$ cat src/rtl/onebit_decim_pkg.sv
package onebit_decim_pkg;

  // strobes passed from the control half to the datapath half
  typedef struct packed {
    logic shiftEn;   // accept inBit into the tap register this cycle
    logic capture;   // register the current sum as a decimated result
  } decimCtl_t;

  // triangular weight profile, tap 0 = newest bit
  function automatic int tapWeight(input int k, input int taps, input int scale);
    return (k < taps / 2) ? scale * (k + 1) : scale * (taps - k);
  endfunction

endpackage

$ cat src/rtl/decim_control.sv
module decim_control
  import onebit_decim_pkg::*;
#(
  parameter int TAPS  = 32,
  parameter int DECIM = 128
) (
  input  logic      clk,
  input  logic      rst,
  input  logic      inValid,
  output decimCtl_t ctl
);
  localparam int PH_W   = (DECIM > 1) ? $clog2(DECIM) : 1;
  localparam int FILL_W = $clog2(TAPS + 1);

  logic [PH_W-1:0]   phase;
  logic [FILL_W-1:0] fillCnt;
  logic              pend;
  logic              lastPhase;
  logic              filled;

  assign lastPhase = (phase == PH_W'(DECIM - 1));
  // the bit accepted now completes the fill when fillCnt already holds TAPS-1
  assign filled    = (fillCnt >= FILL_W'(TAPS - 1));

  always_ff @(posedge clk) begin
    if (rst) begin
      phase   <= '0;
      fillCnt <= '0;
      pend    <= 1'b0;
    end else begin
      pend <= inValid && lastPhase && filled;
      if (inValid) begin
        phase <= lastPhase ? '0 : phase + 1'b1;
        if (fillCnt != FILL_W'(TAPS)) fillCnt <= fillCnt + 1'b1;
      end
    end
  end

  always_comb begin
    ctl.shiftEn = inValid;
    ctl.capture = pend;
  end
endmodule

$ cat src/rtl/decim_datapath.sv
module decim_datapath
  import onebit_decim_pkg::*;
#(
  parameter int TAPS       = 32,
  parameter int COEF_W     = 12,
  parameter int COEF_SCALE = 16,
  parameter bit BIPOLAR    = 1'b1,
  parameter int ACC_W      = COEF_W + $clog2(TAPS)
) (
  input  logic                    clk,
  input  logic                    rst,
  input  logic                    inBit,
  input  decimCtl_t               ctl,
  output logic                    outValid,
  output logic signed [ACC_W-1:0] outSample
);
  logic [TAPS-1:0]         tapBits;
  logic signed [ACC_W-1:0] term [TAPS];
  logic signed [ACC_W-1:0] sum;

  always_ff @(posedge clk) begin
    if (rst) tapBits <= '0;
    else if (ctl.shiftEn) tapBits <= {tapBits[TAPS-2:0], inBit};
  end

  for (genvar i = 0; i < TAPS; i++) begin : g_tap
    localparam logic signed [COEF_W-1:0] COEF = COEF_W'(tapWeight(i, TAPS, COEF_SCALE));
    localparam logic signed [ACC_W-1:0]  WIDE = {{(ACC_W-COEF_W){COEF[COEF_W-1]}}, COEF};
    if (BIPOLAR) begin : g_bi
      assign term[i] = tapBits[i] ? WIDE : -WIDE;
    end else begin : g_uni
      assign term[i] = tapBits[i] ? WIDE : '0;
    end
  end

  always_comb begin
    sum = '0;
    for (int i = 0; i < TAPS; i++) sum = sum + term[i];
  end

  always_ff @(posedge clk) begin
    if (rst) begin
      outValid  <= 1'b0;
      outSample <= '0;
    end else begin
      outValid <= ctl.capture;
      if (ctl.capture) outSample <= sum;
    end
  end
endmodule

$ cat src/rtl/onebit_decim_fir.sv
module onebit_decim_fir
  import onebit_decim_pkg::*;
#(
  parameter int TAPS       = 32,
  parameter int COEF_W     = 12,
  parameter int COEF_SCALE = 16,
  parameter int DECIM      = 128,
  parameter bit BIPOLAR    = 1'b1
) (
  input  logic                                   clk,
  input  logic                                   rst,
  input  logic                                   inValid,
  input  logic                                   inBit,
  output logic                                   outValid,
  output logic signed [COEF_W+$clog2(TAPS)-1:0]  outSample
);
  localparam int ACC_W = COEF_W + $clog2(TAPS);

  decimCtl_t ctl;

  decim_control #(.TAPS(TAPS), .DECIM(DECIM)) u_ctl (
    .clk(clk), .rst(rst), .inValid(inValid), .ctl(ctl)
  );

  decim_datapath #(
    .TAPS(TAPS), .COEF_W(COEF_W), .COEF_SCALE(COEF_SCALE),
    .BIPOLAR(BIPOLAR), .ACC_W(ACC_W)
  ) u_dp (
    .clk(clk), .rst(rst), .inBit(inBit), .ctl(ctl),
    .outValid(outValid), .outSample(outSample)
  );
endmodule

$ cat config.mk
export PLATFORM = sky130hd
export DESIGN_NAME = onebit_decim_fir
export DESIGN_NICKNAME = d
export VERILOG_FILES = /design/src/rtl/onebit_decim_pkg.sv /design/src/rtl/decim_control.sv /design/src/rtl/decim_datapath.sv /design/src/rtl/onebit_decim_fir.sv
export SDC_FILE = /design/constraint.sdc
export NUM_CORES = 1
export LEC_CHECK = 0
export BUFFER_PORTS_ARGS = -buffer_cell sky130_fd_sc_hd__buf_2
export CAP_MARGIN = 25
export CORE_MARGIN = 3
export CORE_UTILIZATION = 35
export CTS_CLUSTER_DIAMETER = 50
export DETAILED_ROUTE_END_ITERATION = 8
export GPL_TIMING_DRIVEN = 0
export PLACE_DENSITY = 0.6
export SLEW_MARGIN = 0
export SYNTH_ARGS = -nofsm -noshare
export SYNTH_HDL_FRONTEND = slang
export SYNTH_HIERARCHICAL = 1
export SYNTH_SLANG_ARGS = --single-unit
$ cat constraint.sdc
create_clock -name clk -period 7.5 [get_ports clk]
set_clock_uncertainty 0.05 [all_clocks]
set_input_delay 0.75 -clock clk [delete_from_list [all_inputs] [get_ports clk]]
set_output_delay 0.75 -clock clk [all_outputs]
set_load 0.01 [all_outputs]
== Word-level counts from Yosys, hierarchy flattened ==
Index checks and enable logic that the tools add are counted.

* Register bits: 64
* Bits of input ports: 4
* Output and inout port bits: 18
* Word-level logic and storage cells: 78

* $add $sub $neg: 33
* Order comparisons: 1
* Equality and inequality tests: 2
* Muxes and demuxes: 33
* Reduce and logical (&&, ||, !) cells: 3

{| class="wikitable"
|+ Operators by type and width
! operator !! number
|-
| two-way mux 17 bit || 32
|-
| adder 17 bit || 31
|-
| adder 7 x 1 -> 7 bit, second input constant || 1
|-
| equality test 7 bit, second input constant || 1
|-
| two-way mux 7 bit || 1
|-
| adder 6 x 1 -> 6 bit, second input constant || 1
|-
| greater-or-equal comparator 6 x 5 -> 1 bit, second input constant || 1
|-
| != test 6 bit, second input constant || 1
|-
| logical AND 1 bit || 2
|-
| AND reduction 2 bit || 1
|}

== Depth between registers and ports, before layout ==
Gate-level depths: netlist of the first run.

* Depth after elaboration: 32
* Gate-level depth with buffers: 23

== Hierarchy ==
The synthesis of the first run kept the hierarchy.

{| class="wikitable"
|+ Modules (own cells, without submodules)
! module !! instances !! cells an instance !! area each (µm²) !! seq. area each (µm²)
|-
| decim_datapath || 1 || 603 || 6406.1 || 900.9
|-
| decim_control || 1 || 73 || 665.6 || 280.3
|}

== Worst setup path before layout of the first run ==
No wires, ideal clock.

* Kind: reg-to-reg
* Start point: reg u_dp.tapBits[12]
* End point: reg u_dp.outSample[15]
* Library setup time: 0.106 ns
* Data arrival time: 5.961 ns
* Path slack: 1.383 ns
* Cell stages (with the launch flop): 21
* Period minus slack after synthesis: 6.117 ns
* Cells stage by stage: dfxtp_1 > inv_1 > fa_1 > inv_1 > fa_1 > fa_1 > inv_1 > fa_1 > fa_1 > fa_1 > inv_1 > fa_1 > inv_1 > ha_1 > ha_1 > fa_1 > a21o_1 > a21oi_1 > a2bb2oi_1 > nand4_1 > o311ai_0

* Longest elaborated chain between the ends: 21

{| class="wikitable"
|+ RTL lines
! what !! RTL line !! text
|-
| from (decl) || decim_datapath.sv:17 || <nowiki>logic [TAPS-1:0] tapBits;</nowiki>
|-
| from (signal assigned) || decim_datapath.sv:23 || <nowiki>else if (ctl.shiftEn) tapBits <= {tapBits[TAPS-2:0], inBit};</nowiki>
|-
| two-way mux 17 bit || decim_datapath.sv:30 || <nowiki>assign term[i] = tapBits[i] ? WIDE : -WIDE;</nowiki>
|-
| adder 17 bit (20 in a row) || decim_datapath.sv:38 || <nowiki>for (int i = 0; i < TAPS; i++) sum = sum + term[i];</nowiki>
|-
| to (signal assigned) || decim_datapath.sv:47 || <nowiki>if (ctl.capture) outSample <= sum;</nowiki>
|-
| to (decl) || decim_datapath.sv:15 || <nowiki>output logic signed [ACC_W-1:0] outSample</nowiki>
|}

No other way between the ends.
A chain may end at the register's enable or synchronous reset.

== Worst setup path in the final report of the first run ==
* Start point: reg u_dp.tapBits[14]
* End point: reg u_dp.outSample[15]

* Longest elaborated chain between the ends: 19

{| class="wikitable"
|+ RTL lines
! what !! RTL line
|-
| two-way mux 17 bit || decim_datapath.sv:30
|-
| adder 17 bit (18 in a row) || decim_datapath.sv:38
|}

No other way between the ends.

==> impl_metrics.tcl, run 1 <==
set metrics [dict create \
    r2r_end "u_dp/outSample[15]" \
    fmax_mhz 151 \
    crit_arrival_ps 6800 \
    fp-row-count 51 \
    drc 0 \
    drive_gt1_share_pct 7.03 \
    clock-sinks 59 \
    r2r-start "u_dp/tapBits[14]" \
    slew_headroom_pct 57.8 \
    die_y_um 148 \
    crit_fanout 4 \
    grt_start_max_net_pins 13 \
    hold_depth 2 \
    synth_top_area_share_pct 46.7 \
    utilization_pct 39.8 \
    crit_type "reg -> reg" \
    finalPower_mw 1.06 \
    synth-seq-cells 59 \
    ys_warn_count 6 \
    synthCells 676 \
    fp.dieW_um 148 \
    viasPerCell 4.26 \
    initial_core_util_pct 36.0 \
    clock_tree.buffer_depth 2 \
    hpwl_mm 11.5 \
    synth_area_leaders "fa_1 (47%), dfxtp_1 (17%), inv_1 (12%), ha_1 (6.4%), mux2i_1 (5.9%)" \
    cts-root-buf "clkbuf_16" \
    setup_viol_count_final 0 \
    cts.clk_slew.worst_paths_ps 60 \
    hold_start "u_dp/outSample[12]" \
    fin_crit_sh_pct 88.3 \
    antennaDiodeCount 0 \
    grt_pass1_wl_mm 22.7 \
    p_per_area_nw_per_um2 136 \
    wirelength_mm 13.2 \
    cts_tree "yes" \
    multi_input_area_um2 4970 \
    place_ws_ps 865 \
    end_kind "register" \
    drv_cap 0 \
    tightest_slew_ps 633 \
    h-tree-depth 3 \
    place.gp.congestion 0.865 \
    dr.pass1.iters 4 \
    synthToLayoutAreaGrowth_pct 10.6 \
    num-nets-final 911 \
    leakagePower_nw 3.82 \
    r2r_cells 20 \
    rrSetupSlack_ps 880 \
    io_pins 22 \
    wire_per_inst_um 13.5 \
    mostFrequentLayoutCells "inv_1 (219), fa_1 (165), dfxtp_1 (59)" \
    track_usage_pct 13.3 \
    fin_crit_ps 6620 \
    grt_overflow 0 \
    numCtsBuffers 9 \
    timing.setup.tns_ps 0 \
    drtIter0Drc 153 \
    ys_types 38 \
    seq_area_um2 1180 \
    antenna_found_initial 0 \
    whs_endpoint "u_dp/outSample[12]" \
    synth_edf_count 0 \
    fill_cells 1958 \
    final_hold_viol_count 0 \
    ir_worst_vdd_v 0.0000997 \
    crit_required_ps 7670 \
    setup_ws_ps 876 \
    worstSetupStartpointType "register" \
    core_um2 19700 \
    ys_async_sr_fraction_pct 0 \
    cts_setup_buffers 0 \
    portBuffers 15 \
    ant_nets 0 \
    ctsResizeCount 0 \
    postSynthAreaPerCell_um2 10.5 \
    ys_seq_area_share_pct 16.7 \
    final_common_cell "inv_1" \
    rsz0062_at_grt "false" \
    yosys_most_used_dff "dfxtp_1" \
    yosysTopAreaCell "fa_1" \
    die-area_um2 21900 \
    grt_pass1_vias 4490 \
    synth_area_um2 7070 \
    final-max-slew-violation-count 0 \
    holdWs_ps 439 \
    status "completed" \
    hp-class "reg -> reg" \
    vias 4153 \
    hold_buffers 0 \
    clkLatencyLatePin_ps 340 \
]
-- synth_stat cells, types with 5 or more instances --
cell      instances
a21o_1            5
nand2b_1          5
o21ai_0           6
fa_1            165
buf_2             5
ha_1             36
inv_1           219
dfxtp_1          59
mux2i_1          42
a21oi_1           7
buf_4             8
xnor2_1          13
nand2_1           8
nor2_1           55
xor2_1            6
-- critical path, stage by stage, from the launching register on --
cell       delay [ps]
dfxtp_1           430
inv_1             160
fa_1              600
inv_1             120
fa_1              490
fa_1              540
inv_1              50
fa_1              520
fa_1              450
fa_1              550
inv_1              70
fa_1              530
inv_1              40
ha_1              280
ha_1              260
fa_1              420
a21o_1            190
a21oi_1           250
a2bb2oi_1         290
nand4_1           120
o311ai_0          110
-- report_power, final --
group          internal, mW  switching, mW  leakage (nW)
clock network         0.293          0.165         0.152
registers             0.316        0.00323         0.476
logic                 0.126          0.157          3.19
-- final cells by class --
class | instances | share of cell area (%)
Inverter | 219 | 10.5
Tap cell | 265 | 4.24
Multi-Input combinational cell | 382 | 63.6
Timing Repair Buffer | 15 | 0.960
Clock buffer | 9 | 2.88
Buffer | 20 | 1.42
Clock inverter | 7 | 1.30
Sequential cell | 59 | 15.1
-- worst max path at each step --
stage                     start            endpoint  slack [ps]  depth (start not counted)
3_5_place_dp   u_dp/tapBits[14]  u_dp/outSample[15]         860                         20
4_1_cts        u_dp/tapBits[14]  u_dp/outSample[15]         830                         20
6_report       u_dp/tapBits[14]  u_dp/outSample[15]         880                         20
5_1_grt        u_dp/tapBits[14]  u_dp/outSample[15]         590                         20
3_3_place_gp   u_dp/tapBits[29]  u_dp/outSample[15]         930                         20
2_1_floorplan  u_dp/tapBits[12]  u_dp/outSample[15]        1380                         20
-- sequential cells by signal, indices dropped and copies added, names as in the netlist --
name	flops
u_ctl/fillCnt	6
u_ctl/pend	1
u_ctl/phase	7
u_dp/outSample	12
u_dp/outValid	1
u_dp/tapBits	32
-- cell families (layout without fill, tap and decap cells) --
group	after synthesis	in the layout	synth area share, %
buffers and inverters	239	270	13.2
adder cells (fa/ha/maj)	201	201	53.1
AND/OR/NAND/NOR	83	83	5.34
flip-flops	59	59	16.7
multiplexers	43	43	6.10
AO/OA/AOI/OAI	31	31	3.17
XOR/XNOR	19	19	2.35
other	1	5	0.0530
-- stage by stage --
| stage | instance area [µm²] | cells |
|---|---|---|
| 2_1_floorplan | 7090 | 680 |
| 3_3_place_gp | 7490 | 960 |
| 3_5_place_dp | 7490 | 960 |
| 4_1_cts | 7820 | 976 |
| 5_1_grt | 7820 | 976 |
| 6_report | 7820 | 976 |
-- metal layers --
layer	wire length, µm	up-vias	global-route usage, %	share of wire (%)
met3	385	11	2.29	2.9
met2	6360	45	21.3	48
met4	246	0	4.34	1.9
met5	0	-	0	0
li1	-	2007	-	-
met1	6170	2090	18.6	47
Note: power is estimated with default switching activity, not from simulation.
==> run 2: changes to the inputs <==
--- a/config.mk
+++ b/config.mk
@@ -8,12 +8,11 @@
 export BUFFER_PORTS_ARGS = -buffer_cell sky130_fd_sc_hd__buf_2
 export CAP_MARGIN = 25
 export CORE_MARGIN = 3
-export CORE_UTILIZATION = 35
+export CORE_UTILIZATION = 23
 export CTS_CLUSTER_DIAMETER = 50
 export DETAILED_ROUTE_END_ITERATION = 8
 export GPL_TIMING_DRIVEN = 0
-export PLACE_DENSITY = 0.6
-export SLEW_MARGIN = 0
+export PLACE_DENSITY = 0.48
 export SYNTH_ARGS = -nofsm -noshare
 export SYNTH_HDL_FRONTEND = slang
 export SYNTH_HIERARCHICAL = 1
==> constraint.sdc (replaced) <==
create_clock -name clk -period 5.4 [get_ports clk]
set_clock_uncertainty 0.05 [all_clocks]
set_input_delay 0.54 -clock clk [delete_from_list [all_inputs] [get_ports clk]]
set_output_delay 0.54 -clock clk [all_outputs]
set_load 0.01 [all_outputs]
==> impl_metrics.tcl, run 2 (synthesis gave the netlist of run 1 again) <==
set metrics [dict create \
    initial_core_util_pct 23.6 \
    clkLatencyLatePin_ps 340 \
    die-area_um2 32900 \
    hold_depth 3 \
    holdWs_ps 403 \
    drv_cap 0 \
    fin_crit_ps 5860 \
    crit_chain "fa_2 > inv_2 > fa_2 > inv_2 > fa_1 > fa_1 > fa_1 > inv_2 > fa_1 > fa_1 > inv_1 > fa_1 > inv_2 > ha_4 > o21ai_2 > o21ai_2 > a31oi_4 > xnor2_2 > a211oi_2" \
    largest_reg_flops 32 \
    crit_path_max_incr_delay_ps 620 \
    placed_area_um2 7820 \
    fp.dieW_um 181 \
    grt_pass1_wl_mm 25.0 \
    worstSetupStartpointType "register" \
    cts.clk_slew.worst_paths_ps 60 \
    r2r_end "u_dp/outSample[16]" \
    regMostFlops "u_dp/tapBits" \
    wirelength_mm 14.3 \
    slew_headroom_pct 48.3 \
    hp-class "in -> reg" \
    cts_tree "yes" \
    r2r-start "u_dp/tapBits[26]" \
    rsz0062_at_grt "true" \
    violations "setup timing" \
    timing.setup.tns_ps -1940 \
    cts-root-buf "clkbuf_16" \
    fp-row-count 63 \
    vias 4333 \
    design_area_um2 8630 \
    io_pins 22 \
    r2r_cells 19 \
    h-tree-depth 3 \
    wire_per_inst_um 12.5 \
    tightest_slew_ps 775 \
    critical_path.slowest_cell "fa_2" \
    hpwl_mm 12.1 \
    critPathTopFamily "adder cells" \
    final_common_cell "inv_1" \
    status "finished with violations" \
    drtIter0Drc 159 \
    crit_required_ps 5600 \
    die_y_um 181 \
    setup_ws_ps -456 \
    place.gp.congestion 0.782 \
    cp_common_cell "fa_1" \
    ir_worst_vdd_v 0.000140 \
    rrSetupSlack_ps -460 \
    drive_gt1_share_pct 27.9 \
    crit_fanout 4 \
    dr.pass1.iters 4 \
    whs_endpoint "u_dp/tapBits[0]" \
    setup_viol_count_final 6 \
    fmax_mhz 171 \
    antennaDiodeCount 0 \
    crit_arrival_ps 6060 \
    numCtsBuffers 9 \
    leakagePower_nw 4.01 \
    top_regs "u_dp/tapBits (32), u_dp/outSample (12), u_ctl/phase (7)" \
    drc 0 \
    synthToLayoutAreaGrowth_pct 22.0 \
    viasPerCell 3.81 \
    p_per_area_nw_per_um2 185 \
    grt_start_max_net_pins 13 \
    crit_type "reg -> reg" \
    mostFrequentLayoutCells "inv_1 (180), fa_1 (137), nor2_1 (55)" \
    final_hold_viol_count 0 \
    grt_pass1_vias 4847 \
    clock-sinks 59 \
    final-max-slew-violation-count 0 \
    track_usage_pct 9.58 \
    antenna_found_initial 0 \
    fin_crit_sh_pct 108 \
    crit_buf_inv 5 \
    portBuffers 15 \
    grt_overflow 0 \
    end_kind "register" \
    num-nets-final 946 \
    ant_nets 0 \
    core_um2 30000 \
    hold_start "inBit" \
    clock_tree.buffer_depth 2 \
]
## run 2: changes by cell type in the layout (fill, tap and decap cells not counted), sizes merged
| cell | previous run | this run |
|---|---|---|
| clkinv | 2 | 3 |
| bufinv | 2 | 0 |
| buf | 31 | 66 |
| clkbuf | 13 | 14 |
## run 2: power breakdown
group	leakage [nW]	switching (mW)	internal [mW]	total [mW]
clock network	0.140	0.233	0.341	0.574
logic	3.37	0.290	0.298	0.588
registers	0.496	0.00445	0.431	0.436
total	4.01	0.527	1.07	1.60
## run 2: repair_timing
item,4_1_cts,5_1_grt
resized for setup,55,28
endpoints found under the setup margin,7,7
pin swaps,77,32
hold buffers,0,0
buffers inserted,26,10
## run 2: layout make-up
type | count | area, µm²
Fill cell | 3189 | 21300
Multi-Input combinational cell | 382 | 5290
Sequential cell | 59 | 1260
Inverter | 219 | 840
Tap cell | 390 | 488
Timing Repair Buffer | 50 | 345
Clock buffer | 10 | 250
Buffer | 20 | 111
Clock inverter | 6 | 47.5
## run 2: how the worst max path moves through the flow
stage / start / end / depth (start not counted)
4_1_cts: u_dp/tapBits[26] / u_dp/outSample[16] / 19
5_1_grt: u_dp/tapBits[2] / u_dp/outSample[16] / 19
3_3_place_gp: u_dp/tapBits[8] / u_dp/outSample[14] / 17
2_1_floorplan: u_dp/tapBits[28] / u_dp/outSample[16] / 19
6_report: u_dp/tapBits[26] / u_dp/outSample[16] / 19
3_5_place_dp: u_dp/tapBits[8] / u_dp/outSample[14] / 17
## run 2: worst reg2reg max path: stages, from the launching register on
cell,delay [ps]
dfxtp_4,360
fa_2,610
inv_2,40
fa_2,620
inv_2,60
fa_1,520
fa_1,450
fa_1,510
inv_2,50
fa_1,450
fa_1,510
inv_1,50
fa_1,490
inv_2,40
ha_4,290
o21ai_2,70
o21ai_2,160
a31oi_4,120
xnor2_2,150
a211oi_2,180
## run 2: metal layers
metal  track usage [%]  up-vias  share of wire, %
met5                 0        -                 0
met2              15.3       51                46
met3              1.43       19               2.5
met1              13.6     2189                49
li1                  -     2074                 -
met4              2.77        0               1.9
## run 2: metrics by stage
step                setup WS, ps  power [mW]  instances  util, %
floorplan                   -212       0.837        680        -
global placement            -709       0.937       1085     26.1
detailed placement          -725       0.938       1085     26.1
CTS                         -523        1.58       1127     28.2
global route                -656        1.72       1136     28.8
finish                      -456        1.60       1136     28.8
==> run 3: changes to the inputs <==
--- a/config.mk
+++ b/config.mk
@@ -12,7 +12,7 @@
 export CTS_CLUSTER_DIAMETER = 50
 export DETAILED_ROUTE_END_ITERATION = 8
 export GPL_TIMING_DRIVEN = 0
-export PLACE_DENSITY = 0.48
+export PLACE_DENSITY = 0.38
 export SYNTH_ARGS = -nofsm -noshare
 export SYNTH_HDL_FRONTEND = slang
 export SYNTH_HIERARCHICAL = 1
==> impl_metrics.tcl, run 3 (synthesis gave the netlist of run 1 again) <==
set metrics [dict create \
    drv_cap 0 \
    hold_start "inBit" \
    ant_nets 0 \
    die-area_um2 32900 \
    grt_overflow 0 \
    wirelength_mm 15.3 \
    num-nets-final 947 \
    numCtsBuffers 9 \
    whs_endpoint "u_dp/tapBits[0]" \
    dpl.cell_count 1085 \
    fp.dieW_um 181 \
    fin_cells 1137 \
    utilization_pct 29.0 \
    end_kind "register" \
    h-tree-depth 3 \
    status "finished with violations" \
    initial_core_util_pct 23.6 \
    grt_start_max_net_pins 13 \
    fp-row-count 63 \
    holdWs_ps 381 \
    tightest_slew_ps 665 \
    crit_arrival_ps 6150 \
    slew_headroom_pct 55.6 \
    leakagePower_nw 4.02 \
    final_common_cell "inv_1" \
    setup_ws_ps -540 \
    fmax_mhz 168 \
    cts-root-buf "clkbuf_16" \
    track_usage_pct 10.4 \
    worstSetupStartpointType "register" \
    hold_buffers 0 \
    synthToLayoutAreaGrowth_pct 22.6 \
    antennaDiodeCount 0 \
    place.gp.congestion 0.731 \
    ir_worst_vdd_v 0.000134 \
    violations "setup timing" \
    clock_tree.buffer_depth 2 \
    r2r_end "u_dp/outSample[16]" \
    rsz0062_at_grt "true" \
    crit_type "reg -> reg" \
    die_y_um 181 \
    hpwl_mm 12.9 \
    viasPerCell 3.69 \
    grt_pass1_vias 4810 \
    mostFrequentLayoutCells "inv_1 (176), fa_1 (134), nor2_1 (55)" \
    fill_cells 3171 \
    r2r_cells 19 \
    rrSetupSlack_ps -540 \
    fin_crit_ps 5940 \
    startpoint "u_dp/tapBits[26]" \
    clkLatencyLatePin_ps 340 \
    wire_per_inst_um 13.4 \
    hp-class "in -> reg" \
    cts.clk_slew.worst_paths_ps 70 \
    p_per_area_nw_per_um2 192 \
    drtIter0Drc 86 \
    crit_required_ps 5610 \
    grt_pass1_wl_mm 26.4 \
    crit_fanout 4 \
    io_pins 22 \
    fin_crit_sh_pct 110 \
    clock-sinks 59 \
    r2r-start "u_dp/tapBits[26]" \
    hold_depth 3 \
    portBuffers 15 \
    drc 0 \
    vias 4193 \
    largest_reg_flops 32 \
    regMostFlops "u_dp/tapBits" \
    cts_tree "yes" \
    antenna_found_initial 0 \
    setup_viol_count_final 7 \
    drive_gt1_share_pct 28.6 \
    core_um2 30000 \
    final_hold_viol_count 0 \
    top_regs "u_dp/tapBits (32), u_dp/outSample (12), u_ctl/phase (7)" \
    dr.pass1.iters 4 \
    final-max-slew-violation-count 0 \
]
-- run 3: layer usage --
| metal | track usage [%] | vias to the layer above | part of all wire, % |
|---|---|---|---|
| met5 | 0 | - | 0 |
| met4 | 2.38 | 0 | 1.0 |
| met3 | 1.57 | 11 | 2.3 |
| met2 | 16.2 | 22 | 46 |
| met1 | 15.3 | 2080 | 51 |
| li1 | - | 2080 | - |
-- run 3: worst max path at each step --
stage	end	slack, ps	cells past startpoint
global route	u_dp/outSample[16]	-730	19
detailed placement	u_dp/outSample[16]	-860	19
floorplan	u_dp/outSample[16]	-210	19
finish	u_dp/outSample[16]	-540	19
CTS	u_dp/outSample[16]	-520	18
global placement	u_dp/outSample[16]	-840	19
-- run 3: worst max-delay path: stages (launching register included) --
cell and delay (ps):
dfxtp_4 360, fa_2 590, inv_2 50, fa_2 680, inv_2 50, fa_2 560
fa_2 440, fa_1 500, inv_2 50, fa_1 450, fa_1 510, inv_1 50
fa_1 490, inv_2 40, ha_4 270, o21ai_4 60, o21ai_2 160, a31oi_2 130
xnor2_2 160, a211oi_2 210
-- run 3: final cells by class --
| cell class | instances | area [µm²] | area share [%] |
|---|---|---|---|
| flip-flops and latches | 59 | 1260 | 14.5 |
| well taps | 390 | 488 | 5.63 |
| inverters | 219 | 842 | 9.71 |
| clock buffers | 11 | 275 | 3.17 |
| clock inverters | 5 | 40.0 | 0.462 |
| multi-input cells | 382 | 5290 | 61.0 |
| repair buffers | 51 | 368 | 4.24 |
| plain buffers | 20 | 111 | 1.28 |
-- run 3: timing repair --
item / in CTS / in global routing
hold endpoints to repair: 0 / 0
pin swaps: 75 / 19
setup endpoints to repair: 7 / 7
buffers inserted: 29 / 7
gates resized for setup: 73 / 19
-- run 3: per-stage QoR --
stage	power (mW)	setup TNS (ps)	worst slack (ps)	cell area [µm²]
after CTS	1.66	-2280	-516	8550
final	1.67	-2400	-540	8670
after detailed placement	0.946	-4150	-857	7820
after global routing	1.80	-3740	-735	8670
after floorplan	0.837	-697	-212	7260
after global placement	0.948	-3960	-845	7820
-- run 3: where the power goes --
part           internal (mW)  switching [mW]
sequential             0.431         0.00465
clock                  0.371           0.255
combinational          0.309           0.298
